`src/rtl/lpx_i2c_pkg.sv`:
```
package lpx_i2c_pkg;
  localparam int REG_W = 8;
  localparam logic [7:0] OFS_PROX   = 8'h08;
  localparam logic [7:0] OFS_ALS_LO = 8'h09;
  localparam logic [7:0] OFS_ALS_HI = 8'h0A;
  localparam logic [7:0] OFS_TEST0  = 8'h0E;
  localparam int N_TEST = 2;

  typedef enum logic [2:0] {
    ST_IDLE, ST_ADDR, ST_ACK, ST_REG, ST_WDATA, ST_RDATA, ST_MACK, ST_WAIT
  } fsm_st_t;
endpackage

```
`src/rtl/lpx_bus_sync.sv`:
```
module lpx_bus_sync #(
  parameter int STAGES = 2
) (
  input  logic clk,
  input  logic rst_n,
  input  logic scl_i,
  input  logic sda_i,
  output logic scl_s,
  output logic sda_s,
  output logic scl_rise,
  output logic scl_fall,
  output logic bus_start,
  output logic bus_stop
);
  localparam int PW = STAGES + 1;
  logic [PW-1:0] scl_p, sda_p;
  logic scl_d, sda_d;

  always_ff @(posedge clk or negedge rst_n) begin
    if (!rst_n) begin
      scl_p <= '1;
      sda_p <= '1;
    end else begin
      scl_p <= {scl_p[PW-2:0], scl_i};
      sda_p <= {sda_p[PW-2:0], sda_i};
    end
  end

  assign scl_s = scl_p[STAGES-1];
  assign sda_s = sda_p[STAGES-1];
  assign scl_d = scl_p[STAGES];
  assign sda_d = sda_p[STAGES];

  assign scl_rise  = scl_s & ~scl_d;
  assign scl_fall  = ~scl_s & scl_d;
  assign bus_start = scl_s & scl_d & sda_d & ~sda_s;
  assign bus_stop  = scl_s & scl_d & ~sda_d & sda_s;
endmodule

```
`src/rtl/lpx_i2c_fsm.sv`:
```
module lpx_i2c_fsm
  import lpx_i2c_pkg::*;
#(
  parameter logic [5:0] PREFIX = 6'b100010
) (
  input  logic             clk,
  input  logic             rst_n,
  input  logic             bus_start,
  input  logic             bus_stop,
  input  logic             scl_rise,
  input  logic             scl_fall,
  input  logic             sda_s,
  input  logic             addr_sel,
  input  logic [REG_W-1:0] rd_data,
  output logic             sda_oe,
  output logic [REG_W-1:0] ptr,
  output logic             wr_en,
  output logic [REG_W-1:0] wr_data
);
  localparam int CW = $clog2(REG_W + 1);

  fsm_st_t st, ack_nx;
  logic [CW-1:0] cnt;
  logic [REG_W-1:0] sh;
  logic m_ack;
  logic byte_in, addr_hit;

  assign byte_in  = (cnt == CW'(REG_W));
  assign addr_hit = (sh[REG_W-1:1] == {PREFIX, addr_sel});

  always_ff @(posedge clk or negedge rst_n) begin
    if (!rst_n) begin
      st      <= ST_IDLE;
      ack_nx  <= ST_IDLE;
      cnt     <= '0;
      sh      <= '0;
      m_ack   <= 1'b0;
      sda_oe  <= 1'b0;
      ptr     <= '0;
      wr_en   <= 1'b0;
      wr_data <= '0;
    end else begin
      wr_en <= 1'b0;
      if (bus_stop) begin
        st     <= ST_IDLE;
        sda_oe <= 1'b0;
      end else if (bus_start) begin
        st     <= ST_ADDR;
        sda_oe <= 1'b0;
        cnt    <= '0;
      end else if (scl_rise) begin
        case (st)
          ST_ADDR, ST_REG, ST_WDATA:
            if (!byte_in) begin
              sh  <= {sh[REG_W-2:0], sda_s};
              cnt <= cnt + CW'(1);
            end
          ST_RDATA: cnt <= cnt + CW'(1);
          ST_MACK:  m_ack <= ~sda_s;
          default: ;
        endcase
      end else if (scl_fall) begin
        case (st)
          ST_ADDR:
            if (byte_in) begin
              cnt <= '0;
              if (addr_hit) begin
                sda_oe <= 1'b1;
                st     <= ST_ACK;
                ack_nx <= sh[0] ? ST_RDATA : ST_REG;
              end else begin
                st <= ST_WAIT;
              end
            end
          ST_REG:
            if (byte_in) begin
              ptr    <= sh;
              cnt    <= '0;
              sda_oe <= 1'b1;
              st     <= ST_ACK;
              ack_nx <= ST_WDATA;
            end
          ST_WDATA:
            if (byte_in) begin
              wr_en   <= 1'b1;
              wr_data <= sh;
              cnt     <= '0;
              sda_oe  <= 1'b1;
              st      <= ST_ACK;
              ack_nx  <= ST_WDATA;
            end
          ST_ACK: begin
            cnt <= '0;
            st  <= ack_nx;
            if (ack_nx == ST_RDATA) begin
              sh     <= rd_data;
              sda_oe <= ~rd_data[REG_W-1];
            end else begin
              sda_oe <= 1'b0;
            end
          end
          ST_RDATA:
            if (byte_in) begin
              sda_oe <= 1'b0;
              st     <= ST_MACK;
            end else begin
              sh     <= {sh[REG_W-2:0], 1'b0};
              sda_oe <= ~sh[REG_W-2];
            end
          ST_MACK:
            if (m_ack) begin
              cnt    <= '0;
              sh     <= rd_data;
              sda_oe <= ~rd_data[REG_W-1];
              st     <= ST_RDATA;
            end else begin
              st <= ST_WAIT;
            end
          default: ;
        endcase
      end
    end
  end
endmodule

```
`src/rtl/lpx_regbank.sv`:
```
module lpx_regbank
  import lpx_i2c_pkg::*;
#(
  parameter int ALS_W  = 12,
  parameter int PROX_W = 8
) (
  input  logic              clk,
  input  logic              rst_n,
  input  logic              als_valid,
  input  logic [ALS_W-1:0]  als_data,
  input  logic              prox_valid,
  input  logic [PROX_W-1:0] prox_data,
  input  logic              wr_en,
  input  logic [REG_W-1:0]  addr,
  input  logic [REG_W-1:0]  wr_data,
  output logic [REG_W-1:0]  rd_data,
  output logic              test_mode
);
  logic [ALS_W-1:0]  als_q;
  logic [PROX_W-1:0] prox_q;
  logic [N_TEST-1:0][REG_W-1:0] tst;

  always_ff @(posedge clk or negedge rst_n) begin
    if (!rst_n) begin
      als_q  <= '0;
      prox_q <= '0;
      tst    <= '0;
    end else begin
      if (als_valid)  als_q  <= als_data;
      if (prox_valid) prox_q <= prox_data;
      for (int i = 0; i < N_TEST; i++)
        if (wr_en && addr == OFS_TEST0 + REG_W'(i)) tst[i] <= wr_data;
    end
  end

  always_comb begin
    rd_data = '0;
    case (addr)
      OFS_PROX:   rd_data = REG_W'(prox_q);
      OFS_ALS_LO: rd_data = als_q[REG_W-1:0];
      OFS_ALS_HI: rd_data = REG_W'(als_q[ALS_W-1:REG_W]);
      default: ;
    endcase
    for (int i = 0; i < N_TEST; i++)
      if (addr == OFS_TEST0 + REG_W'(i)) rd_data = tst[i];
  end

  always_comb begin
    test_mode = 1'b0;
    for (int i = 0; i < N_TEST; i++) test_mode = test_mode | (|tst[i]);
  end
endmodule

```
`src/rtl/lpx_i2c_target.sv`:
```
module lpx_i2c_target
  import lpx_i2c_pkg::*;
#(
  parameter logic [5:0] PREFIX = 6'b100010,
  parameter int ALS_W  = 12,
  parameter int PROX_W = 8,
  parameter int SYNC_STAGES = 2
) (
  input  logic              clk,
  input  logic              rst_n,
  input  logic              scl_i,
  input  logic              sda_i,
  input  logic              addr_sel,
  output logic              sda_oe,
  input  logic              als_valid,
  input  logic [ALS_W-1:0]  als_data,
  input  logic              prox_valid,
  input  logic [PROX_W-1:0] prox_data,
  output logic              test_mode
);
  logic scl_s, sda_s, scl_rise, scl_fall, bus_start, bus_stop;
  logic wr_en;
  logic [REG_W-1:0] ptr, wr_data, rd_data;

  lpx_bus_sync #(.STAGES(SYNC_STAGES)) u_sync (
    .clk(clk), .rst_n(rst_n), .scl_i(scl_i), .sda_i(sda_i),
    .scl_s(scl_s), .sda_s(sda_s), .scl_rise(scl_rise), .scl_fall(scl_fall),
    .bus_start(bus_start), .bus_stop(bus_stop)
  );

  lpx_i2c_fsm #(.PREFIX(PREFIX)) u_fsm (
    .clk(clk), .rst_n(rst_n), .bus_start(bus_start), .bus_stop(bus_stop),
    .scl_rise(scl_rise), .scl_fall(scl_fall), .sda_s(sda_s),
    .addr_sel(addr_sel), .rd_data(rd_data), .sda_oe(sda_oe), .ptr(ptr),
    .wr_en(wr_en), .wr_data(wr_data)
  );

  lpx_regbank #(.ALS_W(ALS_W), .PROX_W(PROX_W)) u_regs (
    .clk(clk), .rst_n(rst_n), .als_valid(als_valid), .als_data(als_data),
    .prox_valid(prox_valid), .prox_data(prox_data), .wr_en(wr_en),
    .addr(ptr), .wr_data(wr_data), .rd_data(rd_data), .test_mode(test_mode)
  );
endmodule

```
`config.mk`:
```
export PLATFORM = sky130hd
export DESIGN_NAME = lpx_i2c_target
export DESIGN_NICKNAME = d
export VERILOG_FILES = /design/src/rtl/lpx_i2c_pkg.sv /design/src/rtl/lpx_bus_sync.sv /design/src/rtl/lpx_i2c_fsm.sv /design/src/rtl/lpx_regbank.sv /design/src/rtl/lpx_i2c_target.sv
export SDC_FILE = /design/constraint.sdc
export NUM_CORES = 1
export LEC_CHECK = 0
export BUFFER_PORTS_ARGS = -buffer_cell sky130_fd_sc_hd__buf_2
export CAP_MARGIN = 20
export CORE_MARGIN = 8
export CORE_UTILIZATION = 53
export CTS_CLUSTER_SIZE = 40
export DETAILED_ROUTE_END_ITERATION = 12
export HOLD_SLACK_MARGIN = 0.12
export PLACE_DENSITY = 0.75
export RECOVER_POWER = 100
export SYNTH_ARGS = -nofsm -noshare
export SYNTH_HDL_FRONTEND = slang
export SYNTH_SLANG_ARGS = --single-unit
export TNS_END_PERCENT = 1
```
`constraint.sdc`:
```
create_clock -name clk -period 2.6 [get_ports clk]
set_clock_uncertainty 0.05 [all_clocks]
set_input_delay 0.26 -clock clk [delete_from_list [all_inputs] [get_ports clk]]
set_output_delay 0.26 -clock clk [all_outputs]
set_load 0.05 [all_outputs]
```
== Word-level counts from Yosys, hierarchy flattened ==
Cells that the tools add are included.
Word-level totals
  memories kept: 0
  output and inout bits: 2
  memory bits (read-only): 0
  latch bits: 0
  word-level logic and storage cells: 137
  memory bits (writable): 0
  register bits: 79
Operators by class
  bitwise gates (word level): 17
  reductions and logical operators: 21
  order comparisons: 0
  add/sub/neg operators: 1
  multipliers: 0
  shift operators: 0
  div/mod/pow operators: 0
  mux-type cells: 51
  equal/unequal tests: 32
Operators by type and width (count)
  2-to-1 mux 8 bit: 9
  one-hot mux 8 bit (3 select lines): 2
  equality test 8 x 4 -> 1 bit, second input constant: 5
  2-to-1 mux 3 bit: 12
  2-to-1 mux 4 bit: 6
  inequality test 4 x 3 -> 1 bit, second input constant: 5
  AND reduction 6 bit: 3
  2-to-1 mux 1 bit: 16
  OR reduction 8 bit: 2
  one-hot mux 3 bit (5 select lines): 1
  AND reduction 7 bit: 2
  equality test 3 bit, second input constant: 4
  one-hot mux 4 bit (3 select lines): 1
  inverter 1 bit: 9
  AND reduction 9 bit: 1
  inequality test 4 x 1 -> 1 bit, second input constant: 2
  one-hot mux 4 bit (2 select lines): 1
  AND reduction 8 bit: 1
  AND 1 bit: 7
  equality test 7 bit: 1
  nonzero test 7 bit: 1
  equality test 3 x 2 -> 1 bit, second input constant: 2
  inequality test 2 x 1 -> 1 bit, second input constant: 3
  inequality test 2 bit, second input constant: 3
  other kinds (19): 23

== Longest topological paths before layout ==
Gate-level depths: netlist of run 1.
  depth after elaboration: 11
  depth in mapped cells: 10
  depth with buffers taken out: 8

== By module ==
Synthesis of run 1 repeated with hierarchy kept, for this count alone.
Unflattened totals
  cells, all modules: 336
  area, all modules: 3976.3 um^2
Modules (own cells, without submodules)
  lpx_i2c_fsm: times used 1, cells each 186, area each 2042.0 um^2
  lpx_regbank: times used 1, cells each 140, area each 1744.2 um^2
  lpx_bus_sync: times used 1, cells each 10, area each 190.2 um^2

== Least setup slack after synthesis of run 1 ==
No wires, ideal clock.
  path kind: reg-to-reg
  start point: register u_sync.scl_p[2]
  end point: register u_fsm.sh[0]
  clock period less this slack: 2.337 ns
  stages on the path, launching flop included: 10
  path buffers: 1
  required time: 2.425 ns
  data arrival time: 2.162 ns
  setup slack: 0.263 ns
  cells stage by stage: dfstp_2 inv_1 ha_1 nand2b_1 a21oi_1 a221oi_1 a2111oi_0 o21a_1 buf_2 mux2_2
Between the ends
  longest elaborated chain between the ends: 5
Ends and longest elaborated chain
  from (decl): RTL line lpx_bus_sync.sv:16  | logic [PW-1:0] scl_p, sda_p;
  from (signal assigned): RTL line lpx_bus_sync.sv:24  | scl_p <= {scl_p[PW-2:0], scl_i};
  AND 1 bit: RTL line lpx_bus_sync.sv:36, lpx_bus_sync.sv:37
  AND 1 bit (on tied branches) (2 in a row): RTL line lpx_bus_sync.sv:37, lpx_bus_sync.sv:36
  inverter 1 bit (no source line)
  AND reduction 9 bit (no source line)
  to (signal assigned): RTL line lpx_i2c_fsm.sv:55  | sh <= {sh[REG_W-2:0], sda_s};
  to (signal assigned): RTL line lpx_i2c_fsm.sv:96  | sh <= rd_data;
  to (signal assigned): RTL line lpx_i2c_fsm.sv:107  | sh <= {sh[REG_W-2:0], 1'b0};
  to (decl): RTL line lpx_i2c_fsm.sv:24  | logic [REG_W-1:0] sh;
Parallel ways exist; a longest one is shown, timed or not.
A chain may end at the register's enable or synchronous reset.

== Worst setup path in the final report of run 1 ==
  start point: register u_sync.scl_p[2]
  end point: register u_fsm.sh[5]
Same word-level chain as after synthesis.

==> impl_metrics.toml, run 1 <==
[run_status]
status = "finished with violations"
violations = "max-capacitance violations, max-slew violations"

[timing]
worst_slack_ns = 0.169
final.period_utilization_pct = 93.5
tns_ns = 0
maxSlewViolCount = 80
slew-limit-headroom_pct = -28.1
period_needed_ns = 2.43
holdWs_ns = 0.290
tightest_slew_ns = 1.92
final-hold-violation-count = 0
max_freq_ghz = 0.411
setup_violations = 0

[cts]
cts-htree-levels = 3
clk-insertion-delay-late_ns = 0.35
postCtsSetupRepairBufs = 0
clock-sinks = 79
cts_tree = "yes"
cts_root_buffer = "clkbuf_8"
cts_buffer_depth = 2
numCtsBuffers = 9
path_clk_slew_ns = 0.09

[yosys]
synth_ff_type = "dfrtp_1"
synth.distinct_cells = 55
avgSynthCellArea_sq_um = 11.4
postSynthCellCount = 351
yosysSeqAreaShare_pct = 49.8
yosys_warnings = 0
ys_seq_elements = 79
synth-edff-count = 0
synth_area_sq_um = 3990
synthArstFlopShare_pct = 100
synth_nets = 383

[setup_path]
r2r-start = "u_sync.scl_p[2]"
required_ns = 2.78
cp_max_fo = 8
reg2reg_to = "u_fsm.sh[5]"
r2r_slack_ns = 0.17
reg2reg_depth = 8
critPathCaptureType = "register"
cp.arrival_ns = 2.61
startpoint_type = "register"
critical_path_class = "register to register"

[power_and_ir_drop]
power.density_nw_per_um2 = 532
p_leak_nw = 2.09
vdd_ir_drop_max_v = 0.000359
total_power_mw = 2.51

[final_layout]
regArea_sq_um = 1980
area_growth_pct = 18.1
fin_nets = 440
instances_no_fill = 512
antenna_cells = 0
drive_above_1_share_pct = 32.2
fillers = 555
multi_input_area_sq_um = 1890

[floorplan]
dieArea_sq_um = 10500
rows = 31
initial_core_util_pct = 54.9
io_pins = 29
die_h_um = 103
core_area_sq_um = 7250
dieWidth_um = 103

[grt]
use_met1_pct = 22.6
grt_max_degree = 80
grt_use_total_pct = 18.4
use_met3_pct = 4.32
grt_pass1_vias = 3105
antenna_found_initial = 0
met2_usage_pct = 30.6
grt_pass1_wl_um = 15100
grt_overflow = 0
busiest_layer = "met2"

[place]
gp_routability_congestion = 0.911
port-buffer-count = 28
pre_cts_ws_ns = -0.0668
dp.cells = 473
dp_hpwl_um = 5980

[hold_path]
min_from = "prox_valid"
hold_path.class = "primary input to register"
whs_endpoint = "u_regs.prox_q[2]"
holdPathStages = 2

[routing]
drtPass1Iterations = 4
vias_per_cell = 5.73
wire_per_inst_um = 17.3
drtAntennaViolNets = 0
vias = 2933
drcViolationCount = 0
routed_wl_um = 8860
drt_iter0_markers = 163

[flow_run]
maxCapViolCount = 1
[synth_stat cells, types with 2 or more instances]
master / count / area share [%]
a22oi_1: 5 / 0.94
a211oi_1: 5 / 0.94
nand2_1: 17 / 1.6
a221oi_1: 2 / 0.44
nand3_1: 7 / 0.88
o31ai_1: 5 / 0.94
and2_1: 3 / 0.47
nor3_1: 6 / 0.75
buf_1: 3 / 0.28
dfstp_2: 6 / 4.0
inv_1: 11 / 1.0
nor2_1: 24 / 2.3
o22ai_1: 5 / 0.78
o211ai_1: 6 / 1.1
mux2_2: 63 / 18
nand2b_1: 7 / 1.1
a21oi_1: 9 / 1.1
buf_2: 5 / 0.63
dfrtp_1: 73 / 46
mux2i_1: 8 / 2.0
nor3b_1: 2 / 0.38
nand4_1: 2 / 0.31
and3_1: 2 / 0.31
o21ai_0: 23 / 2.9
nor2b_1: 7 / 1.1
ha_1: 5 / 1.6
nor4_1: 4 / 0.63
clkbuf_1: 9 / 0.85
[cells in the final DEF, fill, tap and decap left out, types with 2 or more instances in the layout]
cell type      synthesis  layout
clkbuf_1               9       4
o22ai_1                5       5
o21ai_0               23      23
ha_1                   5       4
and2_1                 3       2
nand2_1               17      16
clkinv_4               0       2
buf_2                  5      24
nand3_1                7       7
nor3b_1                2       2
a22oi_1                5       5
a221oi_1               2       2
mux2i_1                8       8
dlygate4sd3_1          0      23
nand4_1                2       2
clkbuf_8               0      10
inv_1                 11      11
and3_1                 2       2
o31ai_1                5       5
clkinvlp_4             0       3
nor3_1                 6       7
o211ai_1               6       6
dfstp_2                6       5
mux2_2                63      63
a21oi_1                9       9
buf_4                  1      12
a211oi_1               5       5
nand2b_1               7       7
nor4_1                 4       4
dfrtp_1               73      73
nor2b_1                7       7
nor2_1                24      24
[how the worst max path moves through the flow]
| stage | startpoint | end | slack [ns] | cells after the start |
|---|---|---|---|---|
| after floorplan | u_sync.scl_p[2] | u_fsm.sh[0] | 0.26 | 9 |
| after global placement | u_sync.scl_p[2] | u_fsm.sh[6] | 0.12 | 8 |
| after detailed placement | u_sync.scl_p[2] | u_fsm.sh[5] | -0.07 | 8 |
| after CTS | u_sync.scl_p[2] | u_fsm.sh[5] | 0.01 | 8 |
| after global routing | u_sync.scl_p[1] | u_fsm.cnt[1] | -0.009 | 8 |
| final | u_sync.scl_p[2] | u_fsm.sh[5] | 0.17 | 8 |
[kinds of logic (layout without fill, tap and decap cells)]
group | Yosys count | after routing | share of synthesized area (%)
muxes | 71 | 71 | 19.8
and+or+nand+nor | 93 | 93 | 12.9
buffers and inverters | 29 | 91 | 2.98
DFF | 79 | 79 | 49.8
adders and majority gates | 5 | 5 | 1.57
AOI/OAI and AO/OA | 72 | 72 | 12.5
xor gates and xnor gates | 2 | 2 | 0.440
[timing repair]
action                                 CTS  global route
pin swaps                                0             1
setup endpoints to repair                8            10
endpoints found under the hold margin   95             0
hold buffers                            23             0
gates resized for setup                  2             3
[worst max-delay path: stages, from the launching register on]
cell and delay [ns]:
dfstp_2 0.56, inv_1 0.05, ha_2 0.22, nand2b_1 0.18
a21oi_1 0.13, a221oi_1 0.07, a2111oi_2 0.38, o21a_2 0.32
mux2_2 0.36
[layout make-up]
cell class	count	area share, %
clock inverter	6	1.49
clock buffer	10	2.92
inverter	11	0.877
tap	99	2.63
multi-input combinational	243	40.1
timing repair buffer	64	9.78
sequential	79	42.2
[registers in the layout, indices dropped and copies added, names as in the netlist]
signal,flops
u_fsm.ack_nx,3
u_fsm.cnt,4
u_fsm.m_ack,1
u_fsm.ptr,8
u_fsm.sda_oe,1
u_fsm.sh,8
u_fsm.st,3
u_fsm.wr_data,8
u_fsm.wr_en,1
u_regs.als_q,12
u_regs.prox_q,8
u_regs.tst,16
u_sync.scl_p,3
u_sync.sda_p,3
[power by group]
group | total (mW) | internal, mW | switching [mW] | leakage (nW)
logic | 0.251 | 0.122 | 0.128 | 0.971
clock network | 0.937 | 0.473 | 0.464 | 0.0947
registers | 1.32 | 1.28 | 0.0369 | 1.03
[layer usage]
layer  vias to the layer above  routed length [um]
met2                        55                4400
met3                        13                 348
met1                      1465                3950
met5                         -                   0
met4                         0                 167
li1                       1400                   -
[through the flow]
step           util [%]  cell area (sq um)
2_1_floorplan         -               3990
3_3_place_gp       58.9               4270
3_5_place_dp       58.9               4270
4_1_cts            65.0               4710
5_1_grt            64.9               4710
6_report           64.9               4710
No activity file was read; power rests on OpenSTA's default activity.
==> inputs of run 2 (changes only) <==
CELL_PAD_IN_SITES_DETAIL_PLACEMENT = 1   (was unset)
CELL_PAD_IN_SITES_GLOBAL_PLACEMENT = 1   (was unset)
CORE_UTILIZATION = 48   (was 53)
PLACE_DENSITY = 0.82   (was 0.75)
==> run 2 against run 1 <==
The run now ends clean. Via count increased by 2.8%. Fmax decreased by 0.52%. Largest power group unchanged. Final area rose by 0.43%. Routed wire length is 27% higher. Global-route usage up 1.8 points. First-iteration DRC count decreased by 16%. Core utilization fell by 6.8 points. Hold slack got worse by 0.16 ns. Cell count is 1.6% higher. Register-to-register slack about the same. Count of clock-buffer cells in the layout rose by 2.
==> impl_metrics.toml, run 2 (synthesis results as in run 1) <==
[setup_path]
cp_max_fo = 8
critPathCaptureType = "register"
cp.arrival_ns = 2.63
startpoint_type = "register"
worst_path_dominant_cell_family = "compound AO/OA/AOI/OAI gates"
critical_path_class = "register to register"
required_ns = 2.78
cp_cell_sequence = "inv_1, ha_2, nand2b_1, a21oi_1, a221oi_1, a2111oi_0, o21a_2, mux2_2"
path_buf_inv = 1
max_stage_delay_ns = 0.55
slowest_stage = "dfstp_2"
r2r_slack_ns = 0.16
reg2reg_to = "u_fsm.sh[7]"
reg2reg_depth = 8
r2r-start = "u_sync.scl_p[2]"

[power_and_ir_drop]
power.density_nw_per_um2 = 540
vdd_ir_drop_max_v = 0.000384
p_leak_nw = 2.11

[hold_path]
whs_endpoint = "u_regs.prox_q[4]"
holdPathStages = 2
hold_path.class = "primary input to register"
min_from = "prox_data[4]"

[final_layout]
regArea_sq_um = 1980
final_cell_mix = "dfrtp_1, mux2_2, buf_2"
fillers = 839
fin_nets = 441
design_area_sq_um = 4730
drive_above_1_share_pct = 32.6
regMostFlops = "u_regs.tst"
layout_commonest_cell = "dfrtp_1"
largestRegisters = "u_regs.tst x16, u_regs.als_q x12"
largest_register_ffs = 16
instances_no_fill = 520
area_growth_pct = 18.6
multi_input_area_sq_um = 1890

[routing]
routed_wl_um = 11300
vias = 3014
drtPass1Iterations = 4
drt_iter0_markers = 137
wire_per_inst_um = 21.7
drtAntennaViolNets = 0
vias_per_cell = 5.80
drcViolationCount = 0

[timing]
final-hold-violation-count = 0
setup_violations = 0
maxSlewViolCount = 0
max_freq_ghz = 0.409
slew-limit-headroom_pct = 34.9
period_needed_ns = 2.44
tightest_slew_ns = 0.976
worst_slack_ns = 0.156
final.period_utilization_pct = 94.0

[cts]
numCtsBuffers = 9
cts-htree-levels = 3
cts_root_buffer = "clkbuf_8"
postCtsSetupRepairBufs = 0
cts_buffer_depth = 2
cts_tree = "yes"
path_clk_slew_ns = 0.08
clock-sinks = 79
clk-insertion-delay-late_ns = 0.35

[floorplan]
rows = 33
die_h_um = 107
io_pins = 29
initial_core_util_pct = 49.0
dieWidth_um = 107
dieArea_sq_um = 11500
core_area_sq_um = 8130

[place]
pre_cts_ws_ns = -0.0407
dp_hpwl_um = 7080
gp_routability_congestion = 0.848
dp.cells = 480
port-buffer-count = 28
place_area_sq_um = 4290

[grt]
grt_max_degree = 80
grt_use_total_pct = 20.3
grt_overflow = 0
antenna_found_initial = 0
grt_pass1_vias = 3376
grt_pass1_wl_um = 18100

[run_status]
status = "finished, final reports clean"

[flow_run]
maxCapViolCount = 0
[run 2: changes by cell type in the layout (fill, tap and decap cells not counted), sizes merged]
cell,change
clkinvlp,-1
clkinv,-1
diode,+1
buf,+4
dlygate4sd3,-1
[run 2: worst max path at each step]
stage / startpoint / to / cells after the start
floorplan: u_sync.scl_p[2] / u_fsm.sh[0] / 9
global placement: u_sync.scl_p[2] / u_fsm.sh[6] / 8
global route: u_sync.scl_p[1] / u_fsm.cnt[1] / 8
detailed placement: u_sync.scl_p[2] / u_fsm.sh[7] / 8
finish: u_sync.scl_p[2] / u_fsm.sh[7] / 8
CTS: u_sync.scl_p[1] / u_fsm.cnt[1] / 8
[run 2: cell type report]
| class | instances | area share (%) |
|---|---|---|
| Sequential cell | 79 | 42.0 |
| Timing Repair Buffer | 65 | 9.95 |
| Multi-Input combinational cell | 243 | 39.9 |
| Clock inverter | 4 | 1.14 |
| Inverter | 11 | 0.873 |
| Tap cell | 105 | 2.78 |
| Antenna cell | 1 | 0.0529 |
| Clock buffer | 12 | 3.28 |
[run 2: per-layer routing]
layer | global-route usage [%] | vias up | routed length [um]
met3 | 3.84 | 22 | 345
met2 | 36.9 | 51 | 6020
met4 | 8.24 | 0 | 240
met5 | 0 | - | 0
met1 | 22.5 | 1545 | 4690
li1 | - | 1396 | -
[run 2: repair_timing]
item | CTS | global route
hold buffers | 21 | 1
endpoints found under the hold margin | 93 | 1
gates resized for setup | 1 | 2
pin swaps | 0 | 2
setup endpoints to repair | 8 | 16
[run 2: report_power, final]
| group | switching [mW] | leakage (nW) | internal [mW] | total (mW) |
|---|---|---|---|---|
| Combinational | 0.139 | 0.984 | 0.122 | 0.261 |
| Sequential | 0.0416 | 1.03 | 1.28 | 1.32 |
| Clock | 0.468 | 0.0988 | 0.499 | 0.967 |
[run 2: per-stage QoR]
| stage | util (%) | hold WS (ns) | TNS, ns | power (mW) |
|---|---|---|---|---|
| 2_1_floorplan | - | -0.0856 | 0 | 1.47 |
| 3_5_place_dp | 52.7 | 0.297 | -0.303 | 1.57 |
| 3_3_place_gp | 52.7 | 0.297 | 0 | 1.55 |
| 6_report | 58.1 | 0.125 | 0 | 2.55 |
| 4_1_cts | 57.9 | 0.121 | 0 | 2.56 |
| 5_1_grt | 58.1 | 0.128 | -0.0333 | 2.64 |
==> inputs of run 3 (changes only) <==
SETUP_SLACK_MARGIN = 0.2   (was unset)
==> run 3 against run 2 <==
Flip-flop and latch count stayed put. Sequential share of layout area is 0.36 points lower. Global-route usage is 0.077 points higher. Routed wire length is 1.2% higher. Final area is 0.87% higher. Count of clock-buffer cells in the layout stayed put. Die area stayed put. Critical endpoint is now u_fsm.ack_nx[1].
==> impl_metrics.toml, run 3 (synthesis results as in run 1) <==
[floorplan]
dieWidth_um = 107
io_pins = 29
core_area_sq_um = 8130
die_h_um = 107
rows = 33
initial_core_util_pct = 49.0
dieArea_sq_um = 11500

[final_layout]
regMostFlops = "u_regs.tst"
fin_nets = 443
antenna_cells = 0
layout_commonest_cell = "dfrtp_1"
final_core_util_pct = 58.6
regArea_sq_um = 1980
area_growth_pct = 19.7
largestRegisters = "u_regs.tst x16, u_regs.als_q x12"
final_cell_mix = "dfrtp_1, mux2_2, buf_2"
drive_above_1_share_pct = 33.4
fillers = 839
largest_register_ffs = 16
instances_no_fill = 521
multi_input_area_sq_um = 1920

[setup_path]
endpoint = "u_fsm.ack_nx[1]"
cp.arrival_ns = 2.58
crit_start = "u_fsm.sh[5]"
required_ns = 2.78
reg2reg_to = "u_fsm.ack_nx[1]"
critPathCaptureType = "register"
r2r_slack_ns = 0.20
startpoint_type = "register"
cp_max_fo = 5
r2r-start = "u_fsm.sh[5]"
critical_path_class = "register to register"
reg2reg_depth = 5

[cts]
clk-insertion-delay-late_ns = 0.35
numCtsBuffers = 9
cts_tree = "yes"
cts-htree-levels = 3
clock-sinks = 79
path_clk_slew_ns = 0.09
cts_buffer_depth = 2
cts_root_buffer = "clkbuf_8"

[timing]
final-hold-violation-count = 0
period_needed_ns = 2.40
maxSlewViolCount = 0
grt_setup_unrepaired = "true"
setup_violations = 0
final.period_utilization_pct = 92.1
holdWs_ns = 0.126
slew-limit-headroom_pct = 34.9
tightest_slew_ns = 0.977
tns_ns = 0
max_freq_ghz = 0.417

[power_and_ir_drop]
clkPwrFrac_pct = 37.9
p_seq_share_pct = 51.6
p_switching_mw = 0.655
internal_power_mw = 1.91
power.density_nw_per_um2 = 537
vdd_ir_drop_max_v = 0.000384
switching_share_pct = 25.6
total_power_mw = 2.56
p_leak_nw = 2.12
comb_power_share_pct = 10.5

[hold_path]
hold_path.class = "primary input to register"

[routing]
drtPass1Iterations = 4
routed_wl_um = 11400
drt_iter0_markers = 112
drtAntennaViolNets = 0
drcViolationCount = 0
vias = 3030
wire_per_inst_um = 21.9
vias_per_cell = 5.82

[grt]
antenna_found_initial = 0
grt_overflow = 0
grt_use_total_pct = 20.3
grt_pass1_vias = 3391
grt_max_degree = 80
grt_pass1_wl_um = 18100

[place]
gp_routability_congestion = 0.848
dp.cells = 480
dp_hpwl_um = 7080
port-buffer-count = 28

[run_status]
status = "finished, final reports clean"

[flow_run]
maxCapViolCount = 0
==> run 3: worst min-delay path by stage <==
stage / slack [ns] / from / to / cells past startpoint
6_report: 0.13 / prox_data[4] / u_regs.prox_q[4] / 2
5_1_grt: 0.13 / prox_data[4] / u_regs.prox_q[4] / 2
4_1_cts: 0.12 / als_data[11] / u_regs.als_q[11] / 2
3_5_place_dp: 0.30 / u_sync.sda_p[0] / u_sync.sda_p[1] / 0
3_3_place_gp: 0.30 / u_sync.sda_p[0] / u_sync.sda_p[1] / 0
2_1_floorplan: -0.09 / rst_n / u_fsm.ack_nx[0] / 0
==> run 3: final cells by class <==
cell class / count / share of cell area [%]
Sequential cell: 79 / 41.6
Multi-Input combinational cell: 243 / 40.2
Timing Repair Buffer: 67 / 10.2
Clock buffer: 12 / 3.25
Tap cell: 105 / 2.76
Clock inverter: 4 / 1.13
Inverter: 11 / 0.866
==> run 3: metal layers <==
metal  routed length, um  vias to the layer above  global-route usage, %  share of wire [%]
met4                 264                        0                   8.44                2.3
met2                6230                       59                   37.1                 55
li1                    -                     1397                      -                  -
met3                 363                       22                   3.90                3.2
met5                   0                        -                      0                  0
met1                4570                     1552                   22.5                 40
==> run 3: power by group through the flow <==
stage                     sequential, mW  clock [mW]  combinational, mW
final                               1.32       0.971              0.268
after CTS                           1.32       0.986              0.257
after global placement              1.34           0              0.215
after floorplan                     1.33           0              0.135
after global routing                1.33        1.03              0.295
after detailed placement            1.34           0              0.229
==> run 3: timing repair <==
action                                  CTS  global route
resized for setup                         3             8
endpoints found under the setup margin   18            26
pin swaps                                 1             2
hold buffers                             21             1
hold endpoints to repair                 93             1
buffers inserted                          0             2
==> run 3: critical path, stage by stage, from the launching register on <==
cell and delay [ns]:
dfrtp_1 0.45, or4b_4 0.57, nor4b_4 0.32, a211oi_1 0.10, nor3_1 0.40, mux2_2 0.40
==> run 3: through the flow <==
| step | cell area [sq um] | worst slack (ns) |
|---|---|---|
| 3_5_place_dp | 4290 | -0.0407 |
| 6_report | 4770 | 0.204 |
| 3_3_place_gp | 4290 | 0.118 |
| 5_1_grt | 4770 | 0.0441 |
| 4_1_cts | 4710 | 0.167 |
| 2_1_floorplan | 3990 | 0.263 |
